**src/rtl/tws_pkg.sv**
```systemverilog
package tws_pkg;
  localparam int BYTE_W = 8;
  localparam logic [3:0] DEV_TYPE = 4'b0101;

  typedef enum logic [2:0] {
    ST_IDLE,
    ST_RX,
    ST_RX_ACK,
    ST_TX,
    ST_TX_ACK,
    ST_STEP,
    ST_IGNORE
  } tws_state_e;

  typedef struct packed {
    logic rise;
    logic fall;
    logic start;
    logic stop;
    logic sda;
  } bus_evt_t;
endpackage

```
**src/rtl/tws_pin_filter.sv**
```systemverilog
module tws_pin_filter #(
  parameter int SYNC_STAGES = 2,
  parameter int FILT_LEN    = 2
) (
  input  logic clk,
  input  logic rst_n,
  input  logic pin_i,
  output logic level_o
);
  localparam int CW = (FILT_LEN > 1) ? $clog2(FILT_LEN) : 1;

  logic [SYNC_STAGES-1:0] sync_q;
  logic [CW-1:0]          cnt_q;
  logic                   level_q;

  // synchronizer chain, idle-high after reset
  always_ff @(posedge clk or negedge rst_n) begin
    if (!rst_n) sync_q <= '1;
    else        sync_q <= {sync_q[SYNC_STAGES-2:0], pin_i};
  end

  // level changes only after FILT_LEN agreeing samples
  always_ff @(posedge clk or negedge rst_n) begin
    if (!rst_n) begin
      level_q <= 1'b1;
      cnt_q   <= '0;
    end else if (sync_q[SYNC_STAGES-1] != level_q) begin
      if (cnt_q == CW'(FILT_LEN - 1)) begin
        level_q <= sync_q[SYNC_STAGES-1];
        cnt_q   <= '0;
      end else begin
        cnt_q <= cnt_q + CW'(1);
      end
    end else begin
      cnt_q <= '0;
    end
  end

  assign level_o = level_q;
endmodule

```
**src/rtl/tws_cond_detect.sv**
```systemverilog
module tws_cond_detect
  import tws_pkg::*;
(
  input  logic     clk,
  input  logic     rst_n,
  input  logic     scl_f,
  input  logic     sda_f,
  output bus_evt_t evt_o
);
  logic scl_q, sda_q;

  always_ff @(posedge clk or negedge rst_n) begin
    if (!rst_n) begin
      scl_q <= 1'b1;
      sda_q <= 1'b1;
    end else begin
      scl_q <= scl_f;
      sda_q <= sda_f;
    end
  end

  always_comb begin
    evt_o.rise  = scl_f & ~scl_q;
    evt_o.fall  = ~scl_f & scl_q;
    evt_o.start = scl_f & scl_q & sda_q & ~sda_f;
    evt_o.stop  = scl_f & scl_q & ~sda_q & sda_f;
    evt_o.sda   = sda_f;
  end
endmodule

```
**src/rtl/tws_byte_engine.sv**
```systemverilog
module tws_byte_engine
  import tws_pkg::*;
(
  input  logic              clk,
  input  logic              rst_n,
  input  bus_evt_t          evt_i,
  input  logic [3:0]        strap_i,
  input  logic              nv_busy_i,
  input  logic              step_mode_i,
  output logic [BYTE_W-1:0] rx_data_o,
  output logic              rx_valid_o,
  input  logic              rx_ready_i,
  input  logic [BYTE_W-1:0] tx_data_i,
  input  logic              tx_valid_i,
  output logic              tx_ready_o,
  output logic              step_o,
  output logic              step_up_o,
  output logic              frame_start_o,
  output logic              frame_end_o,
  output logic              sda_low_o
);
  localparam int BCW = $clog2(BYTE_W);
  localparam logic [BCW-1:0] LAST_BIT = BCW'(BYTE_W - 1);

  tws_state_e        state_q;
  logic [BCW-1:0]    bitcnt_q;
  logic [BYTE_W-1:0] shreg_q, txsh_q, rx_data_q;
  logic is_addr_q, byte_full_q, rx_valid_q, rx_taken_q, tx_loaded_q;
  logic drive_low_q, engaged_q, step_q, step_up_q, fstart_q, fend_q;

  logic addr_hit, ack_ok, rx_hs, tx_hs, tx_go;
  logic [BYTE_W-1:0] tx_next;

  assign addr_hit   = (shreg_q == {DEV_TYPE, strap_i});
  assign rx_hs      = rx_valid_q & rx_ready_i;
  assign tx_ready_o = (state_q == ST_RX_ACK) & ~is_addr_q & ~tx_loaded_q;
  assign tx_hs      = tx_ready_o & tx_valid_i;
  assign tx_go      = tx_loaded_q | tx_hs;
  assign tx_next    = tx_loaded_q ? txsh_q : tx_data_i;
  assign ack_ok     = is_addr_q ? (addr_hit & ~nv_busy_i) : (rx_taken_q | rx_hs);

  always_ff @(posedge clk or negedge rst_n) begin
    if (!rst_n) begin
      state_q     <= ST_IDLE;
      bitcnt_q    <= '0;
      shreg_q     <= '0;
      txsh_q      <= '0;
      rx_data_q   <= '0;
      is_addr_q   <= 1'b0;
      byte_full_q <= 1'b0;
      rx_valid_q  <= 1'b0;
      rx_taken_q  <= 1'b0;
      tx_loaded_q <= 1'b0;
      drive_low_q <= 1'b0;
      engaged_q   <= 1'b0;
      step_q      <= 1'b0;
      step_up_q   <= 1'b0;
      fstart_q    <= 1'b0;
      fend_q      <= 1'b0;
    end else begin
      step_q   <= 1'b0;
      fstart_q <= 1'b0;
      fend_q   <= 1'b0;
      if (rx_hs) begin
        rx_valid_q <= 1'b0;
        rx_taken_q <= 1'b1;
      end
      if (tx_hs) begin
        txsh_q      <= tx_data_i;
        tx_loaded_q <= 1'b1;
      end
      if (evt_i.start || evt_i.stop) begin
        fend_q      <= engaged_q;
        engaged_q   <= 1'b0;
        drive_low_q <= 1'b0;
        rx_valid_q  <= 1'b0;
        tx_loaded_q <= 1'b0;
        byte_full_q <= 1'b0;
        bitcnt_q    <= '0;
        is_addr_q   <= evt_i.start;
        state_q     <= evt_i.start ? ST_RX : ST_IDLE;
      end else begin
        unique case (state_q)
          ST_RX: begin
            if (evt_i.rise) begin
              shreg_q  <= {shreg_q[BYTE_W-2:0], evt_i.sda};
              bitcnt_q <= bitcnt_q + BCW'(1);
              if (bitcnt_q == LAST_BIT) begin
                byte_full_q <= 1'b1;
                if (!is_addr_q) begin
                  rx_valid_q <= 1'b1;
                  rx_taken_q <= 1'b0;
                  rx_data_q  <= {shreg_q[BYTE_W-2:0], evt_i.sda};
                end
              end
            end else if (evt_i.fall && byte_full_q) begin
              byte_full_q <= 1'b0;
              if (ack_ok) begin
                state_q     <= ST_RX_ACK;
                drive_low_q <= 1'b1;
                if (is_addr_q) begin
                  engaged_q <= 1'b1;
                  fstart_q  <= 1'b1;
                end
              end else begin
                state_q    <= ST_IGNORE;
                rx_valid_q <= 1'b0;
              end
            end
          end
          ST_RX_ACK: begin
            if (evt_i.fall) begin
              drive_low_q <= 1'b0;
              is_addr_q   <= 1'b0;
              bitcnt_q    <= '0;
              tx_loaded_q <= 1'b0;
              if (!is_addr_q && step_mode_i) begin
                state_q <= ST_STEP;
              end else if (!is_addr_q && tx_go) begin
                state_q     <= ST_TX;
                txsh_q      <= tx_next;
                drive_low_q <= ~tx_next[BYTE_W-1];
              end else begin
                state_q <= ST_RX;
              end
            end
          end
          ST_TX: begin
            if (evt_i.fall) begin
              if (bitcnt_q == LAST_BIT) begin
                state_q     <= ST_TX_ACK;
                drive_low_q <= 1'b0;
              end else begin
                txsh_q      <= {txsh_q[BYTE_W-2:0], 1'b0};
                drive_low_q <= ~txsh_q[BYTE_W-2];
                bitcnt_q    <= bitcnt_q + BCW'(1);
              end
            end
          end
          ST_TX_ACK: begin
            if (evt_i.fall) state_q <= ST_IGNORE;
          end
          ST_STEP: begin
            if (evt_i.rise) begin
              step_q    <= 1'b1;
              step_up_q <= evt_i.sda;
            end
          end
          default: ;
        endcase
      end
    end
  end

  assign rx_data_o     = rx_data_q;
  assign rx_valid_o    = rx_valid_q;
  assign step_o        = step_q;
  assign step_up_o     = step_up_q;
  assign frame_start_o = fstart_q;
  assign frame_end_o   = fend_q;
  assign sda_low_o     = drive_low_q;
endmodule

```
**src/rtl/tws_slave_frontend.sv**
```systemverilog
module tws_slave_frontend
  import tws_pkg::*;
#(
  parameter int SYNC_STAGES = 2,
  parameter int FILT_LEN    = 2
) (
  input  logic       clk,
  input  logic       rst_n,
  input  logic       scl_i,
  input  logic       sda_i,
  output logic       sda_drive_low_o,
  input  logic [3:0] strap_addr_i,
  input  logic       nv_busy_i,
  output logic [7:0] rx_data_o,
  output logic       rx_valid_o,
  input  logic       rx_ready_i,
  input  logic [7:0] tx_data_i,
  input  logic       tx_valid_i,
  output logic       tx_ready_o,
  input  logic       step_mode_i,
  output logic       step_o,
  output logic       step_up_o,
  output logic       frame_start_o,
  output logic       frame_end_o
);
  localparam int NUM_PINS = 2;
  localparam int SCL_IDX  = 1;
  localparam int SDA_IDX  = 0;

  logic [NUM_PINS-1:0] pin_raw, pin_flt;
  bus_evt_t            evt;

  assign pin_raw = {scl_i, sda_i};

  for (genvar g = 0; g < NUM_PINS; g++) begin : g_pin
    tws_pin_filter #(
      .SYNC_STAGES(SYNC_STAGES),
      .FILT_LEN   (FILT_LEN)
    ) u_flt (
      .clk    (clk),
      .rst_n  (rst_n),
      .pin_i  (pin_raw[g]),
      .level_o(pin_flt[g])
    );
  end

  tws_cond_detect u_cond (
    .clk  (clk),
    .rst_n(rst_n),
    .scl_f(pin_flt[SCL_IDX]),
    .sda_f(pin_flt[SDA_IDX]),
    .evt_o(evt)
  );

  tws_byte_engine u_eng (
    .clk          (clk),
    .rst_n        (rst_n),
    .evt_i        (evt),
    .strap_i      (strap_addr_i),
    .nv_busy_i    (nv_busy_i),
    .step_mode_i  (step_mode_i),
    .rx_data_o    (rx_data_o),
    .rx_valid_o   (rx_valid_o),
    .rx_ready_i   (rx_ready_i),
    .tx_data_i    (tx_data_i),
    .tx_valid_i   (tx_valid_i),
    .tx_ready_o   (tx_ready_o),
    .step_o       (step_o),
    .step_up_o    (step_up_o),
    .frame_start_o(frame_start_o),
    .frame_end_o  (frame_end_o),
    .sda_low_o    (sda_drive_low_o)
  );
endmodule

```
**config.mk**
```make
export PLATFORM = sky130hd
export DESIGN_NAME = tws_slave_frontend
export DESIGN_NICKNAME = d
export VERILOG_FILES = /design/src/rtl/tws_pkg.sv /design/src/rtl/tws_pin_filter.sv /design/src/rtl/tws_cond_detect.sv /design/src/rtl/tws_byte_engine.sv /design/src/rtl/tws_slave_frontend.sv
export SDC_FILE = /design/constraint.sdc
export NUM_CORES = 1
export LEC_CHECK = 0
export BUFFER_PORTS_ARGS = -buffer_cell sky130_fd_sc_hd__clkbuf_2
export CAP_MARGIN = 30
export CORE_MARGIN = 1.5
export CORE_UTILIZATION = 49
export DETAILED_ROUTE_END_ITERATION = 10
export HOLD_SLACK_MARGIN = 0.02
export PLACE_DENSITY = 0.67
export SLEW_MARGIN = 20
export SYNTH_ARGS = -nofsm -noshare
export SYNTH_HDL_FRONTEND = slang
export SYNTH_SLANG_ARGS = --single-unit
```
**constraint.sdc**
```tcl
create_clock -name clk -period 5.3 [get_ports clk]
set_input_delay 1.59 -clock clk [delete_from_list [all_inputs] [get_ports clk]]
set_output_delay 1.59 -clock clk [all_outputs]
set_load 0.005 [all_outputs]
```
### After elaboration in Yosys (flattened, before gate mapping)

Cells that the tools add are included.

| storage, ports and cells | value |
|---|---|
| register bits after elaboration | 51 |
| input port bits | 20 |
| output and inout port bits | 15 |
| logic and storage cells | 182 |

| cells by class | value |
|---|---|
| $add $sub $neg | 3 |
| equal/unequal tests | 21 |
| multiplexer cells | 84 |
| bitwise gates (word level) | 24 |
| reduce and logical (&&, ||, !) cells | 25 |

Operator list:

| cell | number |
|---|---|
| $mux 8 | 8 |
| $mux 1 | 57 |
| $mux 3 | 14 |
| $ne 3x1->1 const B | 6 |
| $pmux 8 s2 | 1 |
| $reduce_and 5->1 | 3 |
| $and 1x1->1 | 12 |
| $ne 3x2->1 const B | 4 |
| $pmux 3 s4 | 1 |
| $reduce_bool 2->1 | 6 |
| $not 1->1 | 10 |
| $eq 3x3->1 const B | 3 |
| $pmux 3 s3 | 1 |
| $reduce_and 3->1 | 3 |
| $eq 8x7->1 | 1 |
| $reduce_and 7->1 | 1 |
| $eq 3x2->1 const B | 2 |
| $ne 6x6->1 const B | 1 |
| $reduce_and 2->1 | 3 |
| $reduce_and 6->1 | 1 |
| $reduce_bool 5->1 | 1 |
| $reduce_bool 4->1 | 1 |
| $add 3x1->3 const B | 1 |
| $eq 3x1->1 const B | 1 |
| 10 further kinds | 15 |

### Depth between registers and ports, before layout

Gate-level depths: netlist (run 1).

| depth | value |
|---|---|
| depth after elaboration | 11 |
| mapped depth | 8 |
| mapped depth without buffers | 7 |

### Modules after synthesis

From an unflattened synthesis (run 1), not the netlist that was laid out.

| unflattened totals | value |
|---|---|
| cells, all modules | 233 |
| area, all modules | 2,566.2 um^2 |

Modules (own cells, without submodules):

| module | instances | cells an instance | area an instance (um^2) | seq. area each (um^2) |
|---|---|---|---|---|
| tws_byte_engine | 1 | 212 | 2,210.9 | 1,026.0 |
| tws_pin_filter | 2 | 7 | 131.4 | 103.8 |
| tws_cond_detect | 1 | 7 | 92.6 | 52.6 |

### Worst setup path after synthesis (run 1)

No wires, ideal clock.

| path | value |
|---|---|
| path kind | input -> register |
| start point | input tx_valid_i |
| end point | register u_eng.txsh_q[7] |
| setup time | 124 ps |
| arrival | 2,871 ps |
| path slack | 2,305 ps |
| stages on the path | 6 |
| buffers on the path | 1 |
| cell sequence | or3b_2 -> or2_1 -> buf_6 -> mux2i_1 -> a21oi_1 -> a211o_1 |

| between the ends | value |
|---|---|
| longest elaborated chain between the ends | 8 |
| elaborated cells on any way between the ends | 11 |
| those cells by class | 8 x mux; 2 x bitwise; 1 x reduce/logical |

RTL lines:

| element | RTL line | RTL |
|---|---|---|
| from (decl) | tws_slave_frontend.sv:18 | `input logic tx_valid_i,` |
| $and 1x1->1 * | tws_byte_engine.sv:37 | `assign tx_hs = tx_ready_o & tx_valid_i;` |
| $or 1x1->1 | tws_byte_engine.sv:38 | `assign tx_go = tx_loaded_q \| tx_hs;` |
| $logic_and 1x1->1 | tws_byte_engine.sv:119 | `end else if (!is_addr_q && tx_go) begin` |
| $mux 8 | tws_byte_engine.sv:119 |  |
| $mux 8 | tws_byte_engine.sv:117 | `if (!is_addr_q && step_mode_i) begin` |
| $mux 8 | tws_byte_engine.sv:112 | `if (evt_i.fall) begin` |
| $pmux 8 s2 | tws_byte_engine.sv:83 | `unique case (state_q)` |
| $mux 8 * | tws_byte_engine.sv:72 | `if (evt_i.start \|\| evt_i.stop) begin` |
| to (signal assigned) | tws_byte_engine.sv:69 | `txsh_q <= tx_data_i;` |
| to (signal assigned) | tws_byte_engine.sv:121 | `txsh_q <= tx_next;` |
| to (signal assigned) | tws_byte_engine.sv:134 | `txsh_q <= {txsh_q[BYTE_W-2:0], 1'b0};` |
| to (decl) | tws_byte_engine.sv:27 | `logic [BYTE_W-1:0] shreg_q, txsh_q, rx_data_q;` |

Every way passes the cells marked *; elsewhere a longest branch is shown, timed or not.
A chain may end at the register's enable or synchronous reset.

### Worst setup path after layout (run 1)

| path | value |
|---|---|
| start point | register u_eng.state_q[1] |
| end point | output tx_ready_o |

| between the ends | value |
|---|---|
| longest elaborated chain between the ends | 3 |

RTL lines:

| element | RTL line | RTL |
|---|---|---|
| from (decl) | tws_byte_engine.sv:25 | `tws_state_e state_q;` |
| from (signal assigned) | tws_byte_engine.sv:81 | `state_q <= evt_i.start ? ST_RX : ST_IDLE;` |
| $eq 3x2->1 | tws_byte_engine.sv:36 | `assign tx_ready_o = (state_q == ST_RX_ACK) & ~is_addr_q & ~tx_loaded_q;` |
| $and 1x1->1 (2 in a row) | tws_byte_engine.sv:36 |  |
| to (decl) | tws_slave_frontend.sv:19 | `output logic tx_ready_o,` |

No other way between the ends.

==> metrics.md, run 1 <==
| Metric | Value |
|---|---|
| Post-Syn Nets | 274 |
| Die Y | 76 um |
| GR Overflow Total | 0 |
| Crit path capture type | primary output |
| Initial antenna violation count | 0 |
| Total die area | 5776 um^2 |
| Post-synth ARST share | 100.0% |
| Peak VDD IR | 0.2892 mV |
| Arr. time, crit path | 1.77 ns |
| H-tree levels | 2 |
| Syn_area_per_cell | 10.36 um^2 |
| Std-Cell Rows | 26 |
| Port-buffer cells | 34 |
| Max Buffers Root-to-Sink | 2 |
| ANT nets after route | 0 |
| Fraction of layout cells with a size suffix above 1 | 25.27% |
| Final setup violation count | 0 |
| Critical path startpoint category | register |
| Yosys warnings | 0 |
| Leakage | 1.336 nW |
| CTS root buf | clkbuf_8 |
| Post-route setup TNS | 0 ns |
| Cells after Synth | 252 |
| Post-synth EDFFs | 0 |
| CP max stage cell | dfrtp_1 |
| Detailed-route vias per instance | 5.735 |
| Pre-CTS setup slack | 2.090 ns |
| First DRT Iteration DRCs | 132 |
| Rel. slew slack | 48.34% |
| Commonest cells after routing, fill and taps aside | 43 x dfrtp_1, 34 x clkbuf_2, 18 x nor2_1, 18 x mux2_2 |
| Gr usage total | 20.09% |
| Worst-path maximum fanout | 16 |
| Worst hold path class | reg2reg |
| First-pass detailed-route iteration total | 4 |
| Largest net degree at the start of global routing | 52 |
| WP data required | 3.71 ns |
| Min Hold Slack | 0.3610 ns |
| Max Slew Vio Count | 0 |
| Crit path kind | reg2out |
| Leading register cell type out of synthesis | dfrtp_1 |
| Period minus WS final | 3.363 ns |
| Final WL | 5405 um |
| Vias after detailed routing | 2,013 |
| Clock Skew | 0.005467 ns |
| Final period utilization | 63.46% |
| CP Buf/Inv Count | 1 |
| Post-cts sizing count | 0 |
| MaxCap Viol Count | 0 |
| GP Congestion | 0.8309 |
| Starting Density | 51.13% |
| P per Cell Area | 445.4 nW/um^2 |
| Post-Layout Inst Area | 2898 um^2 |
| RSZ-0062 raised after global routing | no |
| Final WS setup | 1.937 ns |
| Ant diodes | 0 |
| Yosys reg bits | 51 |
| Fillers | 451 |
| Post-route DRC violation count | 0 |
| F_max | 297.3 MHz |
| Hold buffer count at CTS | 0 |
| Num CTS Buffers | 5 |
| Netlist Area Pre-Place | 2611 um^2 |
| CP peak stage delay | 0.60 ns |
| Core ar. | 5107 um^2 |
| Clock transition at path regs | 0.10 ns |
| Die X-Extent | 76 um |
| Final HPWL from detailed placement | 3748 um |
| Clock sink total | 51 |
| Vias in the first global route | 1,952 |
| Cell Area, Placed | 2806 um^2 |
| Worst path top cell family by delay | simple AND/OR/NAND/NOR gates |
| Clk_lat worst skew | 0.31 ns |
| Status | finished clean |
| Total setup buffers inserted after CTS | 0 |
| Layout Nets | 302 |
| First-pass GRT wire length | 9328 um |
| Final Hold Viols | 0 |
| Synth unique cells | 53 |
| CTS tree | done |
| Most common cell after layout, fill and taps aside | dfrtp_1 |
| Sequential fraction of the synthesis area | 49.26% |
| I/O pin total | 35 |
| Crit-path cells | or3b_1 -> nor3_1 -> clkbuf_2 |
| Measured slew at the worst slew-check pin | 0.7732 ns |
| Syn-to-layout area delta | 10.97% |
| DR WL/cell | 15.40 um |
==> final timing paths <==
| check | cells after the start | to | start | slack [ns] |
|---|---|---|---|---|
| worst min-delay path | 0 | g_pin[0].u_flt.sync_q[1]$_DFF_PN1_ | g_pin[0].u_flt.sync_q[0]$_DFF_PN1_ | 0.36 |
| worst max-delay path | 3 | tx_ready_o | u_eng.state_q[1]$_DFFE_PN0P_ | 1.94 |
| worst min register to register | 0 | g_pin[0].u_flt.sync_q[1]$_DFF_PN1_ | g_pin[0].u_flt.sync_q[0]$_DFF_PN1_ | 0.36 |
| min in group asynchronous | 2 | u_eng.rx_data_o[4]$_DFFE_PN0P_ | rst_n | 1.37 |
| max in group asynchronous | 2 | u_eng.txsh_q[7]$_DFF_PN0_ | rst_n | 3.50 |
| worst max register to register | 4 | u_eng.rx_data_o[5]$_DFFE_PN0P_ | g_pin[1].u_flt.level_o$_DFFE_PN1P_ | 2.59 |
==> per-layer routing <==
metal	track usage (%)	wire length [um]	up-vias
met4	7.963	63	0
met2	30.45	2507	47
li1	-	-	984
met1	27.97	2631	974
met3	4.790	202	8
met5	0	0	-
==> final cells by class <==
| cell class | count | area [um^2] | share of cell area (%) |
|---|---|---|---|
| Clock buffer | 5 | 68.82 | 2.375 |
| Clock inverter | 3 | 22.52 | 0.7772 |
| Inverter | 8 | 30.03 | 1.036 |
| Multi-Input combinational cell | 178 | 1217 | 42.01 |
| Sequential cell | 51 | 1286 | 44.39 |
| Tap cell | 70 | 87.58 | 3.022 |
| Timing Repair Buffer | 36 | 185.2 | 6.390 |
==> power by group <==
| part | switching (mW) | internal [mW] | leakage [nW] |
|---|---|---|---|
| clock | 0.137 | 0.0948 | 0.0485 |
| sequential | 0.149 | 0.492 | 0.655 |
| combinational | 0.224 | 0.193 | 0.632 |
==> metrics by stage <==
step	std cells	total power, mW	utilization, %
final	351	1.291	56.74
after global routing	351	1.390	56.74
after CTS	351	1.299	56.74
after detailed placement	343	1.066	54.95
after global placement	343	1.057	54.95
after floorplan	252	0.9522	-
==> cells by family (layout without fill, tap and decap cells) <==
logic type,Yosys count,in the layout,synth area share (%)
buffers and inverters,23,52,4.121
and+or+nand+nor,76,76,15.72
adders and majority gates,2,2,0.9582
muxes,23,23,9.679
xor gates and xnor gates,7,7,2.348
AOI/OAI and AO/OA,70,70,17.92
DFF,51,51,49.26
==> synthesized netlist by cell type (all sizes together), types with 3 or more instances <==
cell type  number  share of area, %
nor2           18               2.6
xor2            5               1.7
inv             8               1.2
nand2          17               2.4
clkbuf          8               1.2
o21ai          15               2.9
o21a            3              0.86
and3            4              0.96
nand3           3              0.57
mux2           18               7.8
buf             7               1.8
a31oi           5               1.2
a22oi           5               1.4
a21oi          17               3.3
and2            3              0.72
a32oi           3               1.0
nor2b           6               1.4
nor3            4              0.77
dfrtp          43                41
dfstp           8               8.0
mux2i           5               1.9
nand2b          4              0.96
a32o            4               1.5
o2bb2ai         4               1.3
nor3b           3              0.86
==> sequential cells by signal, summed over array words and instances, names as in the netlist, 2 cells and up <==
signal               flops
g_pin.u_flt.sync_q       4
g_pin.u_flt.level_o      2
u_eng.rx_data_o          8
u_eng.state_q            3
u_eng.shreg_q            8
u_eng.txsh_q             8
g_pin.u_flt.cnt_q        2
u_eng.bitcnt_q           3
(Power assumes the default switching activity.)
==> inputs of run 2 (changes only) <==
PLACE_DENSITY = 0.69   (was 0.67)
clock period = 2.9 ns   (was 5.3 ns; I/O delays follow)
==> run 2 against run 1 <==
Net effect: combinational power up 110%; global-route usage is 0.20 points higher; sequential share of layout area down 0.90 points; critical endpoint unchanged; hold slack worse by 0.00085 ns; clock skew about the same; total power rose by 88%; first-iteration DRC count rose by 12%; sequential power increased by 75%; largest power group unchanged; clock power increased by 84%.
==> metrics.md, run 2 (synthesis results as in run 1) <==
| Metric | Value |
|---|---|
| Total power | 2.421 mW |
| Area of the multi-input gates | 1217 um^2 |
| First-pass detailed-route iteration total | 4 |
| Starting Density | 51.13% |
| Post-route DRC violation count | 0 |
| Peak VDD IR | 0.4989 mV |
| Worst r2r dst | u_eng.rx_data_o[2]$_DFFE_PN0P_ |
| Clock Skew | 0.005210 ns |
| Final period utilization | 91.00% |
| Clock sink total | 51 |
| Critical path startpoint category | register |
| Measured slew at the worst slew-check pin | 0.7833 ns |
| DR WL/cell | 15.32 um |
| First-pass GRT wire length | 9315 um |
| M1 WL | 2553 um |
| Fillers | 472 |
| Initial antenna violation count | 0 |
| Layout Nets | 310 |
| Rel. slew slack | 47.78% |
| First DRT Iteration DRCs | 148 |
| Hold Crit Depth | 0 |
| Vias in the first global route | 1,929 |
| Vias after detailed routing | 2,049 |
| CP Buf/Inv Count | 1 |
| Final WL | 5501 um |
| F_max | 378.9 MHz |
| Crit path capture type | primary output |
| R2R depth | 4 |
| Fraction of layout cells with a size suffix above 1 | 27.34% |
| DR WL met3 | 286 um |
| Worst-path maximum fanout | 16 |
| RSZ-0062 raised after global routing | no |
| Critical R2R Launch | g_pin[1].u_flt.level_o$_DFFE_PN1P_ |
| Leakage | 1.377 nW |
| Crit path kind | reg2out |
| I/O pin total | 35 |
| Clock transition at path regs | 0.10 ns |
| Commonest cells after routing, fill and taps aside | 43 x dfrtp_1, 34 x clkbuf_2, 18 x nor2_1, 18 x mux2_2 |
| Die X-Extent | 76 um |
| Detailed-route vias per instance | 5.708 |
| Die Y | 76 um |
| CP peak stage delay | 0.60 ns |
| WP data required | 2.03 ns |
| CP max stage cell | dfrtp_1 |
| FF-to-FF setup slack | 0.67 ns |
| Clk_lat worst skew | 0.31 ns |
| CTS tree | done |
| Final Hold Viols | 0 |
| Status | finished clean |
| Largest net degree at the start of global routing | 31 |
| CTS root buf | clkbuf_8 |
| Num CTS Buffers | 5 |
| Hold wc startpoint | g_pin[0].u_flt.sync_q[0]$_DFF_PN1_ |
| Core ar. | 5107 um^2 |
| Post-cts sizing count | 0 |
| Port-buffer cells | 34 |
| Register Area | 1286 um^2 |
| MaxCap Viol Count | 0 |
| Syn-to-layout area delta | 13.27% |
| Final setup violation count | 0 |
| Max Buffers Root-to-Sink | 2 |
| Arr. time, crit path | 1.77 ns |
| Worst path top cell family by delay | simple AND/OR/NAND/NOR gates |
| Max Slew Vio Count | 0 |
| DR WL met2 | 2580 um |
| Gr usage total | 20.28% |
| Worst hold path class | reg2reg |
| Post-Route Utilization | 57.91% |
| Period minus WS final | 2.639 ns |
| Crit-path cells | or3b_1 -> nor3_1 -> clkbuf_2 |
| H-tree levels | 2 |
| Ant diodes | 0 |
| Total setup buffers inserted after CTS | 0 |
| Std-Cell Rows | 26 |
| Final HPWL from detailed placement | 3979 um |
| Highest routed layer | met4 |
| GP Congestion | 0.8073 |
| Hold buffer count at CTS | 0 |
| GR Overflow Total | 0 |
| P per Cell Area | 818.6 nW/um^2 |
| Total die area | 5776 um^2 |
| ANT nets after route | 0 |
| Hold Crit Endpoint | g_pin[0].u_flt.sync_q[1]$_DFF_PN1_ |
| Most common cell after layout, fill and taps aside | dfrtp_1 |
| Post-route setup TNS | 0 ns |
run 2: changes by cell type in the layout (fill, tap and decap cells not counted), sizes merged:
cell / change
clkinv: -1
buf: +8
inv: +1
run 2: worst max-delay path by stage:
| stage | cells past startpoint | slack (ns) | to | from |
|---|---|---|---|---|
| floorplan | 6 | 0.62 | u_eng.txsh_q[7]$_DFF_PN0_ | tx_valid_i |
| global route | 3 | 0.14 | tx_ready_o | u_eng.state_q[1]$_DFFE_PN0P_ |
| global placement | 6 | 0.45 | u_eng.txsh_q[4]$_DFFE_PN0P_ | tx_valid_i |
| detailed placement | 6 | 0.41 | u_eng.txsh_q[7]$_DFF_PN0_ | tx_valid_i |
| finish | 3 | 0.26 | tx_ready_o | u_eng.state_q[1]$_DFFE_PN0P_ |
| CTS | 3 | 0.26 | tx_ready_o | u_eng.state_q[1]$_DFFE_PN0P_ |
run 2: layout make-up:
class | count | area share [%]
clock buffers | 5 | 2.327
flip-flops and latches | 51 | 43.49
well taps | 70 | 2.961
clock inverters | 3 | 0.7614
inverters | 8 | 1.015
multi-input cells | 178 | 41.16
repair buffers | 44 | 8.291
run 2: metrics by stage:
step | worst slack (ns) | area [um^2] | cells | hold WS [ns]
after global placement | 0.4539 | 2867 | 351 | 0.3457
after CTS | 0.2599 | 2958 | 359 | 0.3619
after global routing | 0.1423 | 2958 | 359 | 0.3634
after detailed placement | 0.4127 | 2867 | 351 | 0.3470
after floorplan | 0.6247 | 2611 | 252 | 0.3452
final | 0.2611 | 2958 | 359 | 0.3602
run 2: layer usage:
metal | GRT usage, % | up-vias
met3 | 4.431 | 7
met1 | 28.44 | 981
li1 | - | 994
met5 | 0 | -
met2 | 30.99 | 67
met4 | 7.593 | 0
run 2: power by group:
part           internal (mW)  switching [mW]
Clock                  0.175           0.252
Sequential             0.901           0.221
Combinational          0.394           0.479
Total                   1.47           0.951
